<file path="config.mk">
export PLATFORM = sky130hd
export DESIGN_NAME = dbspi_tx_master
export DESIGN_NICKNAME = d
export VERILOG_FILES = /design/src/rtl/dbspi_pkg.sv /design/src/rtl/dbspi_phase_timer.sv /design/src/rtl/dbspi_sel_map.sv /design/src/rtl/dbspi_tx_master.sv
export SDC_FILE = /design/constraint.sdc
export NUM_CORES = 1
export LEC_CHECK = 0
export BUFFER_PORTS_ARGS = -buffer_cell sky130_fd_sc_hd__buf_2
export CORE_UTILIZATION = 57
export DETAILED_ROUTE_END_ITERATION = 8
export PLACE_DENSITY_LB_ADDON = 0.25
export SYNTH_ARGS = -nofsm -noshare
export SYNTH_HDL_FRONTEND = slang
export SYNTH_SLANG_ARGS = --single-unit
</file>
<file path="constraint.sdc">
create_clock -name clk -period 3.1 [get_ports clk]
set_input_delay 0.93 -clock clk [delete_from_list [all_inputs] [get_ports clk]]
set_output_delay 0.93 -clock clk [all_outputs]
set_load 0.01 [all_outputs]
</file>
<file path="src/rtl/dbspi_pkg.sv">
package dbspi_pkg;

    localparam int unsigned BYTE_W = 8;
    localparam int unsigned TGT_W  = 2;
    localparam int unsigned SEL_W  = 2;
    localparam int unsigned CNT_W  = $clog2(BYTE_W + 1);

    typedef enum logic [1:0] {
        PH_IDLE = 2'd0,
        PH_LOW  = 2'd1,
        PH_HIGH = 2'd2,
        PH_GAP  = 2'd3
    } phase_e;

endpackage

</file>
<file path="src/rtl/dbspi_phase_timer.sv">
module dbspi_phase_timer #(
    parameter int unsigned DIV_W = 8
) (
    input  logic             clk,
    input  logic             rst_n,
    input  logic             run,
    input  logic             restart,
    input  logic [DIV_W-1:0] limit,
    output logic             expire
);

    logic [DIV_W-1:0] cnt_d, cnt_q;

    assign expire = run && (cnt_q == limit - DIV_W'(1));

    always_comb begin
        cnt_d = cnt_q;
        if (restart || !run) begin
            cnt_d = '0;
        end else begin
            cnt_d = cnt_q + DIV_W'(1);
        end
    end

    always_ff @(posedge clk or negedge rst_n) begin
        if (!rst_n) begin
            cnt_q <= '0;
        end else begin
            cnt_q <= cnt_d;
        end
    end

    // a running phase never counts past its length
    a_r4_cnt_bound: assert property (@(posedge clk) disable iff (!rst_n)
        (run && limit != '0) |-> (cnt_q < limit));

endmodule

</file>
<file path="src/rtl/dbspi_sel_map.sv">
module dbspi_sel_map
    import dbspi_pkg::*;
(
    input  logic [TGT_W-1:0] target,
    output logic [SEL_W-1:0] pat_n
);

    // line 0 is shared by target codes 0 and 1, line 1 serves code 2
    for (genvar i = 0; i < SEL_W; i++) begin : g_line
        logic hit;
        always_comb begin
            if (i == 0) begin
                hit = (target == TGT_W'(0)) || (target == TGT_W'(1));
            end else begin
                hit = (target == TGT_W'(2));
            end
        end
        assign pat_n[i] = ~hit;
    end

endmodule

</file>
<file path="src/rtl/dbspi_tx_master.sv">
module dbspi_tx_master
    import dbspi_pkg::*;
#(
    parameter int unsigned DIV_W = 8
) (
    input  logic               clk,
    input  logic               rst_n,
    input  logic [DIV_W-1:0]   half_div,
    input  logic               in_valid,
    output logic               in_ready,
    input  logic [BYTE_W-1:0]  in_byte,
    input  logic               in_dual,
    input  logic [TGT_W-1:0]   in_target,
    input  logic               in_last,
    input  logic               miso,
    output logic               sck,
    output logic               mosi,
    output logic               aux_n,
    output logic [SEL_W-1:0]   sel_n,
    output logic               busy,
    output logic               done,
    output logic [BYTE_W-1:0]  rx_byte
);

    localparam logic [CNT_W-1:0] SINGLE_CLKS = CNT_W'(BYTE_W);
    localparam logic [CNT_W-1:0] DUAL_CLKS   = CNT_W'(BYTE_W / 2);

    typedef struct packed {
        phase_e             phase;
        logic               sck;
        logic               mosi;
        logic               aux_n;
        logic [SEL_W-1:0]   sel_n;
        logic               busy;
        logic               done;
        logic [BYTE_W-1:0]  rx;
        logic [BYTE_W-1:0]  tx;
        logic               dual;
        logic               last;
        logic [CNT_W-1:0]   left;
        logic [DIV_W-1:0]   half;
    } regs_t;

    regs_t d, q;

    logic             tick;
    logic             restart;
    logic [SEL_W-1:0] sel_pat;

    dbspi_sel_map u_sel_map (
        .target (in_target),
        .pat_n  (sel_pat)
    );

    dbspi_phase_timer #(.DIV_W(DIV_W)) u_timer (
        .clk     (clk),
        .rst_n   (rst_n),
        .run     (q.phase != PH_IDLE),
        .restart (restart),
        .limit   (q.half),
        .expire  (tick)
    );

    assign restart = (d.phase != q.phase);

    always_comb begin
        d      = q;
        d.done = 1'b0;
        unique case (q.phase)
            PH_IDLE: begin
                if (in_valid) begin
                    d.phase = PH_LOW;
                    d.busy  = 1'b1;
                    d.tx    = in_byte;
                    d.dual  = in_dual;
                    d.last  = in_last;
                    d.half  = (half_div == '0) ? DIV_W'(1) : half_div;
                    d.sel_n = sel_pat;
                    d.left  = in_dual ? DUAL_CLKS : SINGLE_CLKS;
                    d.rx    = '0;
                    d.mosi  = in_byte[BYTE_W-1];
                    d.aux_n = in_dual ? in_byte[BYTE_W-2] : 1'b1;
                end
            end
            PH_LOW: begin
                if (tick) begin
                    d.phase = PH_HIGH;
                    d.sck   = 1'b1;
                    if (!q.dual) begin
                        d.rx = {q.rx[BYTE_W-2:0], miso};
                    end
                end
            end
            PH_HIGH: begin
                if (tick) begin
                    d.sck  = 1'b0;
                    d.left = q.left - CNT_W'(1);
                    if (q.left == CNT_W'(1)) begin
                        d.busy  = 1'b0;
                        d.done  = 1'b1;
                        d.mosi  = 1'b0;
                        d.aux_n = 1'b1;
                        if (q.last) begin
                            d.phase = PH_GAP;
                            d.sel_n = '1;
                        end else begin
                            d.phase = PH_IDLE;
                        end
                    end else begin
                        d.phase = PH_LOW;
                        d.tx    = q.dual ? (q.tx << 2) : (q.tx << 1);
                        d.mosi  = d.tx[BYTE_W-1];
                        d.aux_n = q.dual ? d.tx[BYTE_W-2] : 1'b1;
                    end
                end
            end
            PH_GAP: begin
                if (tick) begin
                    d.phase = PH_IDLE;
                end
            end
            default: begin
                d.phase = PH_IDLE;
            end
        endcase
    end

    always_ff @(posedge clk or negedge rst_n) begin
        if (!rst_n) begin
            q       <= '0;
            q.phase <= PH_IDLE;
            q.aux_n <= 1'b1;
            q.sel_n <= '1;
            q.half  <= DIV_W'(1);
        end else begin
            q <= d;
        end
    end

    assign in_ready = (q.phase == PH_IDLE);
    assign sck      = q.sck;
    assign mosi     = q.mosi;
    assign aux_n    = q.aux_n;
    assign sel_n    = q.sel_n;
    assign busy     = q.busy;
    assign done     = q.done;
    assign rx_byte  = q.rx;

    // data lines hold still across a high phase
    a_r4_data_stable_high: assert property (@(posedge clk) disable iff (!rst_n)
        (sck && $past(sck)) |-> ($stable(mosi) && $stable(aux_n)));

    // completion pulse coincides with clock low and busy released
    a_r8_done_idle: assert property (@(posedge clk) disable iff (!rst_n)
        done |-> (!busy && !sck && !mosi));

    // the serial clock only rises during a byte
    a_r8_sck_in_byte: assert property (@(posedge clk) disable iff (!rst_n)
        $rose(sck) |-> busy);

    // never two select lines at once
    a_r5_sel_onehot: assert property (@(posedge clk) disable iff (!rst_n)
        $onehot0(~sel_n));

    // spare pin released whenever no byte runs
    a_r3_aux_idle: assert property (@(posedge clk) disable iff (!rst_n)
        !busy |-> aux_n);

    // no acceptance while a byte runs
    a_r9_ready_busy: assert property (@(posedge clk) disable iff (!rst_n)
        busy |-> !in_ready);

    // a command-ending byte releases all selects as it completes
    a_r6_release: assert property (@(posedge clk) disable iff (!rst_n)
        (done && !in_ready) |-> (sel_n == '1));

endmodule

</file>
==> flow_summary.json <==
{
  "cts_sinks": 46,
  "status": "completed",
  "period_needed_ns": 2.670,
  "crit_path_end_kind": "flop",
  "rows": 24,
  "dp.cells": 346,
  "synth_top_area_cell": "dfrtp_1",
  "required_ns": 3.34,
  "ys.flop_type": "dfrtp_1",
  "post-cts-setup-buffer-count": 0,
  "grt_pass1_wl_um": 8935,
  "slowest_delay_ns": 0.58,
  "fillCellCount": 353,
  "cp_max_fo": 20,
  "synthArstFlopShare": 1.000,
  "clockRootBuffer": "clkbuf_8",
  "diodes": 0,
  "clk_latency_ns": 0.30,
  "setup_viol": 0,
  "track_usage": 0.2312,
  "die_x_um": 69.82,
  "die_area_um2": 4874,
  "drv_slew": 0,
  "fin_tns_setup_ns": 0,
  "synth_top_area_share": 0.4010,
  "power_density_nw_per_um2": 365.1,
  "syn_avg_cell_area_um2": 9.567,
  "hpwl_um": 3680,
  "clock_skew_ns": 0.004898,
  "core_region_area_um2": 4384,
  "vias": 2006,
  "rsz0062_at_grt": "false",
  "start_kind": "flop",
  "gp_congestion": 0.8197,
  "crit_chain": "inv_1 -> ha_1 -> nand2b_1 -> a311o_1 -> a21oi_4 -> nand2_2 -> or4_1 -> nand3_1",
  "cts_tree": "yes",
  "hold_class": "reg -> reg",
  "hp-start": "mosi",
  "max_clock_freq_mhz": 374.6,
  "routedWlPerCell_um": 14.47,
  "ys_seq_elements": 46,
  "synth_seq_area_share": 0.4411,
  "cp_top_family": "simple AND/OR/NAND/NOR gates",
  "yosys-top-cells-area": "dfrtp_1 (40%), nand2_1 (6.3%), o21ai_0 (4.6%), dfstp_2 (4.0%), and4b_1 (3.4%)",
  "start_util": 0.5979,
  "drt_iter0_drc": 131,
  "r2r-start": "q[0]",
  "critPathKind": "reg -> reg",
  "max_slew_margin": 0.5764,
  "grt_pass1_vias": 1932,
  "period_share": 0.8611,
  "crit_slowest_cell": "or4_1",
  "h-tree-depth": 2,
  "synth-edff-count": 0,
  "vias_per_cell": 5.667,
  "synthTopCellsByCount": "nand2_1 (44), dfrtp_1 (42), o21ai_0 (24)",
  "critPathBufInv": 1,
  "path_clk_slew_ns": 0.09,
  "finalWirelength_um": 5121,
  "yosys.cell_count.top_type": "nand2_1",
  "area_growth_pct": 9.403,
  "grt_max_degree": 24,
  "hold_violations": 0,
  "cts_buffers": 5,
  "postCtsHoldBufs": 0,
  "portBuffers": 39,
  "cp.arrival_ns": 2.91,
  "synth_area_um2": 2621,
  "drv_cap": 0,
  "die_y_um": 69.82,
  "netlist_instances": 274,
  "io_pins": 40,
  "drive_gt1_frac": 0.2417,
  "ant_nets": 0,
  "cts_resized": 0,
  "drc_errors": 0,
  "syn-num-nets": 302,
  "synth_warnings": 0,
  "crit_start": "q[0]",
  "clockBufferDepth": 2,
  "antenna_found_initial": 0,
  "tightest_slew_ns": 0.6354,
  "fin_nets": 329,
  "fin_cells": 354,
  "yosysUniqueCellTypes": 49,
  "grt-ovfl-total": 0,
  "first_pass_iters": 6,
  "vdd_drop_max_mv": 0.1528,
  "p_leak_nw": 1.361
}
-- state kept, by name (all words and copies together), names as in the netlist --
signal,count
q,23
rx_byte,8
u_timer.cnt_q,8
sel_n,2
aux_n,1
busy,1
done,1
mosi,1
sck,1
-- final cells by class --
type	count	area, um^2	share of cell area
inverter	11	41.29	0.01440
clock inverter	2	12.51	0.004363
clock buffer	6	82.58	0.02880
multi-input combinational	195	1292	0.4507
sequential	46	1156	0.4031
timing repair buffer	42	217.7	0.07592
tap	52	65.06	0.02269
-- cells in the final DEF (no fill, tap or decap), types with 4 or more instances in the layout --
cell type	n
a21oi_1	13
and4b_1	9
buf_2	39
clkbuf_8	6
dfrtp_1	42
dfstp_2	4
ha_1	4
inv_1	11
mux2_4	6
mux2i_1	7
nand2_1	44
nand3_1	14
nor2_1	19
o21ai_0	24
xnor2_1	4
xor2_1	9
-- logic make-up after synthesis --
family | count (synthesis) | synth area share
and+or+nand+nor | 109 | 0.2220
AOI/OAI and AO/OA | 55 | 0.1432
DFF | 46 | 0.4411
buffers and inverters | 33 | 0.06587
muxes | 14 | 0.06540
xor gates and xnor gates | 13 | 0.04344
adders and majority gates | 4 | 0.01909
-- worst min-delay path: stages, from the launching register on --
cell and delay (ns):
dfrtp_1 0.36, nand2_1 0.05, nand3_1 0.05
-- worst paths after layout --
| path | to | cells past startpoint | slack, ns |
|---|---|---|---|
| setup / recovery | mosi | 8 | 0.43 |
| hold / removal | mosi | 2 | 0.50 |
| setup reg to reg | mosi | 8 | 0.43 |
| hold reg to reg | mosi | 2 | 0.50 |
| max in group asynchronous | aux_n | 2 | 2.20 |
| min in group asynchronous | rx_byte[7] | 2 | 0.60 |
-- power breakdown --
group / internal (mW) / total, mW / switching (mW)
logic: 0.0213 / 0.0504 / 0.0291
clock network: 0.179 / 0.386 / 0.207
registers: 0.605 / 0.610 / 0.00536
total: 0.806 / 1.05 / 0.241
-- through the flow --
| stage | util | setup slack (ns) | hold WS (ns) | power (mW) | instance area (um^2) |
|---|---|---|---|---|---|
| global route | 0.6541 | 0.2481 | 0.5170 | 1.088 | 2868 |
| detailed placement | 0.6324 | 0.4403 | 0.4754 | 0.6734 | 2773 |
| global placement | 0.6324 | 0.5354 | 0.4696 | 0.6726 | 2773 |
| floorplan | - | 0.7073 | 0.4623 | 0.6430 | 2621 |
| CTS | 0.6541 | 0.4291 | 0.4950 | 1.053 | 2868 |
| finish | 0.6541 | 0.4304 | 0.4978 | 1.047 | 2868 |
-- routing by layer --
| layer | GRT usage | up-vias | wire [um] |
|---|---|---|---|
| met5 | 0 | - | 0 |
| met4 | 0.1022 | 0 | 99 |
| met3 | 0.03634 | 10 | 131 |
| met2 | 0.3600 | 35 | 2351 |
| met1 | 0.3196 | 967 | 2538 |
| li1 | - | 994 | - |
Note: power is estimated with default switching activity, not from simulation.
